==> src/rtl/wbm_pkg.sv <==
package wbm_pkg;
  typedef enum logic [1:0] {
    WK_JUMP = 2'd0,
    WK_LOOP = 2'd1,
    WK_JOIN = 2'd2,
    WK_RSVD = 2'd3
  } wish_kind_e;

  typedef enum logic [1:0] {
    LX_NONE   = 2'd0,
    LX_EARLY  = 2'd1,
    LX_LATE   = 2'd2,
    LX_NOEXIT = 2'd3
  } loop_exit_e;

  typedef struct packed {
    logic dir;         // 1 = fetch target
    logic low;
    logic pvp;
    logic open_rgn;
    logic close_rgn;
    logic loop_low_set;
    logic exit_seen_set;
  } dec_plan_t;
endpackage

==> src/rtl/wbm_decide.sv <==
module wbm_decide
  import wbm_pkg::*;
(
  input  logic       wish_i,
  input  logic [1:0] kind_i,
  input  logic       taken_i,
  input  logic       conf_i,
  input  logic       rgn_open_i,
  input  logic       rgn_low_i,
  input  logic       loop_low_i,
  output dec_plan_t  plan_o
);
  wish_kind_e kind;
  logic       loop_unconf;

  assign kind        = wish_kind_e'(kind_i);
  assign loop_unconf = loop_low_i | ~conf_i;

  always_comb begin
    plan_o     = '0;
    plan_o.dir = taken_i;
    if (wish_i) begin
      unique case (kind)
        WK_JUMP: begin
          // second jump inside an open region degrades to a normal branch
          if (!rgn_open_i) begin
            plan_o.open_rgn = 1'b1;
            plan_o.low      = ~conf_i;
            plan_o.pvp      = conf_i;
            plan_o.dir      = conf_i & taken_i;
          end
        end
        WK_JOIN: begin
          if (rgn_open_i) begin
            plan_o.close_rgn = 1'b1;
            plan_o.low       = rgn_low_i;
            plan_o.pvp       = ~rgn_low_i;
            plan_o.dir       = ~rgn_low_i & taken_i;
          end
        end
        WK_LOOP: begin
          plan_o.low           = loop_unconf;
          plan_o.pvp           = ~loop_unconf;
          plan_o.loop_low_set  = loop_unconf;
          plan_o.exit_seen_set = loop_unconf & ~taken_i;
        end
        default: ;
      endcase
    end
  end
endmodule

==> src/rtl/wbm_resolve.sv <==
module wbm_resolve
  import wbm_pkg::*;
(
  input  logic       valid_i,
  input  logic       wish_i,
  input  logic [1:0] kind_i,
  input  logic       low_i,
  input  logic       mispred_i,
  input  logic       taken_i,
  input  logic       exit_seen_i,
  output logic       flush_o,
  output loop_exit_e exit_o,
  output logic       loop_done_o
);
  wish_kind_e kind;
  logic       handled_low;

  assign kind        = wish_kind_e'(kind_i);
  assign handled_low = low_i & wish_i & (kind != WK_RSVD);

  always_comb begin
    flush_o     = 1'b0;
    exit_o      = LX_NONE;
    loop_done_o = 1'b0;
    if (valid_i) begin
      if (handled_low && kind == WK_LOOP && mispred_i) begin
        if (taken_i) begin
          flush_o = 1'b1;
          exit_o  = LX_EARLY;
        end else if (exit_seen_i) begin
          exit_o  = LX_LATE;    // surplus iterations ran as no-ops
        end else begin
          flush_o = 1'b1;
          exit_o  = LX_NOEXIT;
        end
      end else if (!handled_low && mispred_i) begin
        flush_o = 1'b1;
      end
      loop_done_o = wish_i & (kind == WK_LOOP) & ~taken_i;
    end
  end
endmodule

==> src/rtl/wbm_state.sv <==
module wbm_state
  import wbm_pkg::*;
(
  input  logic      clk_i,
  input  logic      rst_ni,
  input  logic      flush_i,
  input  logic      dec_valid_i,
  input  dec_plan_t plan_i,
  input  logic      clr_loop_i,
  output logic      rgn_open_o,
  output logic      rgn_low_o,
  output logic      loop_low_o,
  output logic      exit_seen_o
);
  logic rgn_open_q, rgn_low_q, loop_low_q, exit_seen_q;

  always_ff @(posedge clk_i or negedge rst_ni) begin
    if (!rst_ni) begin
      rgn_open_q  <= 1'b0;
      rgn_low_q   <= 1'b0;
      loop_low_q  <= 1'b0;
      exit_seen_q <= 1'b0;
    end else if (flush_i) begin
      rgn_open_q  <= 1'b0;
      rgn_low_q   <= 1'b0;
      loop_low_q  <= 1'b0;
      exit_seen_q <= 1'b0;
    end else begin
      if (dec_valid_i && plan_i.open_rgn) begin
        rgn_open_q <= 1'b1;
        rgn_low_q  <= plan_i.low;
      end else if (dec_valid_i && plan_i.close_rgn) begin
        rgn_open_q <= 1'b0;
        rgn_low_q  <= 1'b0;
      end
      // younger decode wins over a same-cycle exit
      loop_low_q  <= (loop_low_q & ~clr_loop_i) | (dec_valid_i & plan_i.loop_low_set);
      exit_seen_q <= (exit_seen_q & ~clr_loop_i) | (dec_valid_i & plan_i.exit_seen_set);
    end
  end

  assign rgn_open_o  = rgn_open_q;
  assign rgn_low_o   = rgn_low_q;
  assign loop_low_o  = loop_low_q;
  assign exit_seen_o = exit_seen_q;

  p_loop_sticky_r9: assert property (@(posedge clk_i) disable iff (!rst_ni)
    loop_low_q && !flush_i && !clr_loop_i |=> loop_low_q)
    else $error("unconfident loop mode dropped early");

  p_exit_needs_low_r11: assert property (@(posedge clk_i) disable iff (!rst_ni)
    exit_seen_q |-> loop_low_q)
    else $error("exit seen outside unconfident loop");

  p_flush_clears_r13: assert property (@(posedge clk_i) disable iff (!rst_ni)
    flush_i |=> !rgn_open_q && !loop_low_q)
    else $error("state survived flush");
endmodule

==> src/rtl/wish_mode_ctrl.sv <==
module wish_mode_ctrl
  import wbm_pkg::*;
#(
  parameter int ADDR_W = 32,
  parameter int PREG_W = 6
) (
  input  logic              clk_i,
  input  logic              rst_ni,
  input  logic              dec_valid_i,
  input  logic              dec_wish_i,
  input  logic [1:0]        dec_kind_i,
  input  logic [PREG_W-1:0] dec_preg_i,
  input  logic              dec_taken_i,
  input  logic              dec_conf_i,
  input  logic [ADDR_W-1:0] dec_target_i,
  input  logic [ADDR_W-1:0] dec_next_i,
  input  logic              res_valid_i,
  input  logic              res_wish_i,
  input  logic [1:0]        res_kind_i,
  input  logic              res_low_i,
  input  logic              res_mispred_i,
  input  logic              res_taken_i,
  output logic              redir_valid_o,
  output logic [ADDR_W-1:0] redir_pc_o,
  output logic              mode_low_o,
  output logic              pvp_en_o,
  output logic [PREG_W-1:0] pvp_preg_o,
  output logic              flush_o,
  output logic [1:0]        loop_exit_o
);
  dec_plan_t  plan;
  logic       rgn_open, rgn_low, loop_low, exit_seen;
  logic       flush, loop_done;
  loop_exit_e exit_kind;

  wbm_decide u_decide (
    .wish_i     (dec_wish_i),
    .kind_i     (dec_kind_i),
    .taken_i    (dec_taken_i),
    .conf_i     (dec_conf_i),
    .rgn_open_i (rgn_open),
    .rgn_low_i  (rgn_low),
    .loop_low_i (loop_low),
    .plan_o     (plan)
  );

  wbm_resolve u_resolve (
    .valid_i     (res_valid_i),
    .wish_i      (res_wish_i),
    .kind_i      (res_kind_i),
    .low_i       (res_low_i),
    .mispred_i   (res_mispred_i),
    .taken_i     (res_taken_i),
    .exit_seen_i (exit_seen),
    .flush_o     (flush),
    .exit_o      (exit_kind),
    .loop_done_o (loop_done)
  );

  wbm_state u_state (
    .clk_i       (clk_i),
    .rst_ni      (rst_ni),
    .flush_i     (flush),
    .dec_valid_i (dec_valid_i),
    .plan_i      (plan),
    .clr_loop_i  (loop_done),
    .rgn_open_o  (rgn_open),
    .rgn_low_o   (rgn_low),
    .loop_low_o  (loop_low),
    .exit_seen_o (exit_seen)
  );

  always_ff @(posedge clk_i or negedge rst_ni) begin
    if (!rst_ni) begin
      redir_valid_o <= 1'b0;
      redir_pc_o    <= '0;
      mode_low_o    <= 1'b0;
      pvp_en_o      <= 1'b0;
      pvp_preg_o    <= '0;
      flush_o       <= 1'b0;
      loop_exit_o   <= LX_NONE;
    end else begin
      flush_o     <= flush;
      loop_exit_o <= exit_kind;
      if (flush || !dec_valid_i) begin
        redir_valid_o <= 1'b0;
        redir_pc_o    <= '0;
        mode_low_o    <= 1'b0;
        pvp_en_o      <= 1'b0;
        pvp_preg_o    <= '0;
      end else begin
        redir_valid_o <= 1'b1;
        redir_pc_o    <= plan.dir ? dec_target_i : dec_next_i;
        mode_low_o    <= plan.low;
        pvp_en_o      <= plan.pvp;
        pvp_preg_o    <= plan.pvp ? dec_preg_i : '0;
      end
    end
  end

  p_pvp_excl_r4: assert property (@(posedge clk_i) disable iff (!rst_ni)
    !(pvp_en_o && mode_low_o))
    else $error("predicate prediction in unconfident mode");

  p_plain_flush_r3: assert property (@(posedge clk_i) disable iff (!rst_ni)
    res_valid_i && !res_low_i && res_mispred_i |=> flush_o && !redir_valid_o)
    else $error("confident mispredict did not flush");

  p_low_region_quiet_r8: assert property (@(posedge clk_i) disable iff (!rst_ni)
    res_valid_i && res_low_i && res_wish_i && res_mispred_i &&
    (res_kind_i == 2'd0 || res_kind_i == 2'd2) |=> !flush_o)
    else $error("unconfident jump/join flushed");

  p_late_no_flush_r11: assert property (@(posedge clk_i) disable iff (!rst_ni)
    loop_exit_o == 2'd2 |-> !flush_o)
    else $error("late exit flushed");

  p_idle_r1: assert property (@(posedge clk_i) disable iff (!rst_ni)
    !dec_valid_i |=> !redir_valid_o)
    else $error("redirect without decode");
endmodule

==> config.mk <==
export PLATFORM = sky130hd
export DESIGN_NAME = wish_mode_ctrl
export DESIGN_NICKNAME = d
export VERILOG_FILES = /design/src/rtl/wbm_pkg.sv /design/src/rtl/wbm_decide.sv /design/src/rtl/wbm_resolve.sv /design/src/rtl/wbm_state.sv /design/src/rtl/wish_mode_ctrl.sv
export SDC_FILE = /design/constraint.sdc
export NUM_CORES = 1
export LEC_CHECK = 0
export ABC_AREA = 1
export BUFFER_PORTS_ARGS = -buffer_cell sky130_fd_sc_hd__buf_2
export CORE_MARGIN = 5
export CORE_UTILIZATION = 45
export DETAILED_ROUTE_END_ITERATION = 10
export PLACE_DENSITY = 0.84
export RECOVER_POWER = 50
export SLEW_MARGIN = 25
export SYNTH_ARGS = -nofsm -noshare
export SYNTH_HDL_FRONTEND = slang
export SYNTH_SLANG_ARGS = --single-unit
==> constraint.sdc <==
create_clock -name clk_i -period 3.17 [get_ports clk_i]
set_input_delay 0.317 -clock clk_i [delete_from_list [all_inputs] [get_ports clk_i]]
set_output_delay 0.317 -clock clk_i [all_outputs]
set_load 0.03 [all_outputs]
# Yosys cells after proc, flatten, opt, wreduce, memory -nomap -nowiden
# Index checks and enable logic that the tools add are counted.
# word_totals
register_bits	48
in_bits	85
out_inout_bits	44
word_cells	78
# op_classes
eq_ne	4
mux	33
bitwise	20
n_reduce_logical	10
# op_table
operator	count
32-bit two-way mux	2
1-bit two-way mux	20
6-bit two-way mux	2
1-bit AND	11
2-bit two-way mux	4
7-bit two-way mux	1
1-bit NOT	6
2-bit one-hot mux with 3 select lines	1
1-bit logical AND	5
2-bit by 1-bit == test with 1-bit output, second input constant	2
4-bit two-way mux	1
3-bit two-way mux	1
1-bit bitwise OR	3
3-bit nonzero test	1
2-bit == test, second input constant	1
1-bit zero test	2
2-bit zero test	1
2-bit inequality test, second input constant	1
1-bit one-hot mux with 2 select lines	1
1-bit logical OR	1

# Depth between registers and ports, before layout
# logic_depth
depth_word	9
depth_mapped	9
mapped_depth_nobuf	8

# By module
# A second synthesis with hierarchy kept.
# unflattened
hier_cells	253
hier_area_um2	2210.9
# modules_own_cells
mod	n_inst	cells_each	area_each_um2
wish_mode_ctrl	1	171	1781.7
wbm_state	1	22	177.7
wbm_decide	1	36	156.4
wbm_resolve	1	24	95.1

# Worst setup path after synthesis
# Ideal clock, no wire load.
# synth_path
kind	register to register
startpoint	register u_state.rgn_open_q, in the netlist u_state.rgn_open_o
endpoint	register redir_pc_o[10]
setup_time_ps	119
t_arrival_ps	1059
t_required_ps	3051
setup_slack_ps	1992
path_stages_with_launch	8
n_path_buf	1
synth_period_minus_slack_ps	1178
cell_sequence	dfrtp_1 -> nor2_1 -> nand2_2 -> nand2_4 -> nand2_8 -> buf_6 -> a21oi_1 -> nor2_1
# synth_via
elab_chain_cells	5
# synth_rtl
element	line	source
start: declaration	wbm_state.sv:15	logic rgn_open_q, rgn_low_q, loop_low_q, exit_seen_q;
start signal: assignment	wbm_state.sv:19	rgn_open_q <= 1'b0;
start signal: assignment	wbm_state.sv:24	rgn_open_q <= 1'b0;
start signal: assignment	wbm_state.sv:30	rgn_open_q <= 1'b1;
3-bit two-way mux or 4-bit two-way mux (tied branches)	wbm_decide.sv:34, wbm_decide.sv:26	
1-bit one-hot mux with 2 select lines (*)	wbm_decide.sv:23	unique case (kind)
7-bit two-way mux (*)	wbm_decide.sv:22	if (wish_i) begin
32-bit two-way mux (*)	wish_mode_ctrl.sv:93	redir_pc_o <= plan.dir ? dec_target_i : dec_next_i;
32-bit two-way mux (*)	wish_mode_ctrl.sv:85	if (flush || !dec_valid_i) begin
end signal: assignment	wish_mode_ctrl.sv:93	
end: declaration	wish_mode_ctrl.sv:24	output logic [ADDR_W-1:0] redir_pc_o,
# Every way passes the cells marked *; elsewhere a longest branch is shown, timed or not.
# A chain may end at the register's enable or synchronous reset.

# Final worst setup path
# layout_path
startpoint	register u_state.exit_seen_q, in the netlist u_state.exit_seen_o
endpoint	register pvp_en_o
# layout_via
elab_chain_cells	6
# layout_rtl
element	line	source
start: declaration	wbm_state.sv:15	
start signal: assignment	wbm_state.sv:38	exit_seen_q <= (exit_seen_q & ~clr_loop_i) | (dec_valid_i & plan_i.exit_seen_set);
1-bit two-way mux	wbm_resolve.sv:30	end else if (exit_seen_i) begin
1-bit two-way mux	wbm_resolve.sv:27	if (taken_i) begin
1-bit two-way mux	wbm_resolve.sv:26	if (handled_low && kind == WK_LOOP && mispred_i) begin
1-bit two-way mux	wbm_resolve.sv:25	if (valid_i) begin
via flush	wish_mode_ctrl.sv:33	logic flush, loop_done;
1-bit logical OR	wish_mode_ctrl.sv:85	
1-bit two-way mux	wish_mode_ctrl.sv:85	
end signal: assignment	wish_mode_ctrl.sv:95	pvp_en_o <= plan.pvp;
end: declaration	wish_mode_ctrl.sv:26	output logic pvp_en_o,
# The timed path passes the listed nets, and every way through them passes these cells.

==> results.py <==
metrics = {
    "timing": {
        "drv_slew": 0,
        "fmax_mhz": 643,
        "rsz0062_at_grt": "no",
        "setup_tns_ps": 0,
        "skew_ps": 9.55,
        "worstMarginPinSlew_ps": 595,
        "report.final.setup_viol": 0,
        "slew_headroom": 0.603,
        "finalHoldViolations": 0,
        "fin_crit_ps": 1560,
        "timing.final.crit_share": 0.491,
    },
    "critical_path": {
        "worstPathMaxFanout": 34,
        "critical_path_class": "reg -> reg",
        "critPathMaxStageDelay_ps": 410,
        "cpMostUsedCell": "nand2_1",
        "rr_startpoint": "u_state.exit_seen_o",
        "cp_data_arrival_time_ps": 1770,
        "critPathRequiredTime_ps": 3390,
        "worstPathCellList": "a21oi_1 -> nand2_1 -> nand2_1 -> nor2_8 -> inv_1 -> nor2_1",
        "slowest_stage": "nor2_8",
        "reg2regPathDepth": 6,
        "ff2ff_setup_slack_ps": 1610,
        "startpoint_type": "flip-flop",
        "reg2reg_to": "pvp_en_o",
        "worstSetupEndpointType": "flip-flop",
    },
    "logic_synthesis": {
        "yosysUniqueCellTypes": 23,
        "synth-seq-area-share": 0.471,
        "yosys_register_bits": 48,
        "yosys_warnings": 0,
        "avgSynthCellArea_um2": 8.34,
        "synth_top_family_by_area": "simple AND/OR/NAND/NOR gates",
        "synthCells": 306,
        "synth.area.mux_share": 0,
        "syn-num-nets": 391,
        "synthSimpleGateAreaFrac": 0.320,
        "synth-compound-area-share": 0.0687,
        "synthAdderAreaFrac": 0,
        "synth-xor-area-share": 0,
        "synth_area_um2": 2550,
    },
    "route": {
        "first_pass_iters": 4,
        "dr_total_vias": 2270,
        "route.detailed.wl_per_inst_um": 12.0,
        "drc": 0,
        "dr.first_iter.drc_count": 70,
        "final_antenna_net_count": 0,
        "via_per_inst": 4.56,
        "wirelength_um": 5990,
    },
    "global_route": {
        "grt_first_pass_wirelength_um": 9780,
        "grtUsageMet2": 0.290,
        "grt_overflow": 0,
        "grt_pass1_vias": 2214,
        "gr-max-usage-layer": "met2",
        "grt_max_degree": 65,
        "use_met1": 0.193,
        "antenna_found_initial": 0,
        "gr-usage-all-layers": 0.164,
        "grtUsageMet3": 0.0524,
    },
    "floorplan": {
        "io-pin-count": 129,
        "die_w_um": 85.3,
        "fp.dieH_um": 85.3,
        "start_util": 0.463,
        "core_um2": 5510,
        "die_area_um2": 7280,
        "fp-row-count": 27,
    },
    "cells_and_area": {
        "fin_area_um2": 3200,
        "final_nets": 510,
        "drive_above_1_share": 0.352,
        "diodes": 0,
        "area_delta_synth_final_pct": 25.5,
        "finalNonFillerCells": 498,
    },
    "worst_hold_path": {
        "holdCritPathClass": "in -> async",
    },
    "placed_design": {
        "dpl.hpwl_um": 4550,
        "io_buffer_count": 128,
        "placedInstanceArea_um2": 3110,
        "placed_cells": 490,
        "gp_congestion": 0.802,
    },
    "clock_network": {
        "clkLatencyLatePin_ps": 290,
        "cts_buffer_depth": 2,
        "htree_levels": 2,
        "cts_hold_buffers": 0,
        "cts.sinks": 48,
        "cts_root_buffer": "clkbuf_8",
        "cts_resized": 0,
        "path_clk_slew_ps": 90,
        "postCtsSetupBuffers": 0,
        "numCtsBuffers": 5,
        "cts_tree": "done",
    },
    "power_and_ir_drop": {
        "powerDensity_nw_per_um2": 436,
        "ir_worst_vdd_mv": 0.188,
        "power.leakage_uw": 0.00188,
    },
    "outcome": {
        "status": "finished, final reports clean",
    },
    "job": {
        "maxCapViolCount": 0,
    },
}
## kinds of logic (layout without fill, tap and decap cells)
family / Yosys count / after routing
AND/OR/NAND/NOR: 157 / 157
AO/OA/AOI/OAI: 35 / 35
flip-flops: 48 / 48
buffers and inverters: 66 / 186
## cells in the final DEF (no fill, tap or decap), drive strengths merged
master | Yosys | layout
clkbuf | 2 | 20
a21oi | 35 | 35
nand3 | 48 | 48
nor2 | 51 | 51
dfrtp | 48 | 48
bufinv | 0 | 1
clkinvlp | 0 | 1
nand2 | 56 | 56
clkinv | 0 | 1
buf | 15 | 114
inv | 49 | 49
nor3 | 1 | 1
or2 | 1 | 1
## metrics by stage
step	setup WS (ps)	hold slack, ps	power (µW)	utilization
6_report	1610	17.1	1400	0.581
5_1_grt	1430	68.5	1470	0.581
3_3_place_gp	1590	527	977	0.566
2_1_floorplan	1990	21.4	877	-
4_1_cts	1720	229	1420	0.586
3_5_place_dp	1520	538	985	0.566
## synth_stat cells
cell      number  area, µm²
clkbuf_1       1       3.75
nor2_2         1       6.26
nor2_1        48        180
nand2_2        2       12.5
nor3_1         1       5.00
buf_6          7       78.8
a21oi_1       35        175
nand3_2       20        200
buf_2          3       15.0
inv_1         48        180
or2_1          1       6.26
buf_4          2       15.0
dfrtp_1       48       1200
nand3_1       28        140
clkbuf_4       1       7.51
buf_12         2       40.0
nand2_8        1       20.0
buf_8          1       15.0
nand2_4        2       22.5
nor2_4         1       11.3
nand2_1       51        191
nor2_8         1       20.0
inv_2          1       3.75
## worst max-delay path by stage
stage / from / endpoint / slack [ps] / depth (start not counted)
finish: u_state.exit_seen_o / pvp_en_o / 1610 / 6
detailed placement: res_kind_i[0] / pvp_preg_o[1] / 1520 / 8
floorplan: u_state.rgn_open_o / redir_pc_o[10] / 1990 / 7
CTS: u_state.exit_seen_o / pvp_en_o / 1720 / 6
global placement: dec_taken_i / redir_pc_o[27] / 1590 / 5
global route: u_state.exit_seen_o / pvp_preg_o[3] / 1430 / 6
## state kept, by name, summed over array words and instances (netlist names)
name	cells
redir_valid_o	1
u_state.exit_seen_o	1
u_state.rgn_open_o	1
pvp_en_o	1
u_state.loop_low_o	1
flush_o	1
loop_exit_o	2
pvp_preg_o	6
mode_low_o	1
redir_pc_o	32
u_state.rgn_low_o	1
## layout make-up
| class | instances | area, µm² |
|---|---|---|
| Clock buffer | 5 | 68.8 |
| Multi-Input combinational cell | 192 | 983 |
| Inverter | 49 | 184 |
| Timing Repair Buffer | 129 | 632 |
| Clock inverter | 3 | 42.5 |
| Fill cell | 533 | 2300 |
| Sequential cell | 48 | 1200 |
| Tap cell | 72 | 90.1 |
## critical path: cells and delay by family, from the launching register on
kind / cells / cell delay, ps
buffers and inverters: 1 / 220
flip-flops: 1 / 360
AO/OA/AOI/OAI: 1 / 70
AND/OR/NAND/NOR: 4 / 810
## power by group
part	leakage [µW]	internal, µW	switching (µW)
Sequential	0.000637	648	11.8
Clock	0.0000541	233	199
Combinational	0.00119	103	203
Total	0.00188	984	413
## per-layer routing
layer,vias up,wire (µm)
met3,7,600
met2,86,2960
met4,0,59
li1,1176,-
met5,-,0
met1,1001,2370
(Power assumes the default switching activity.)
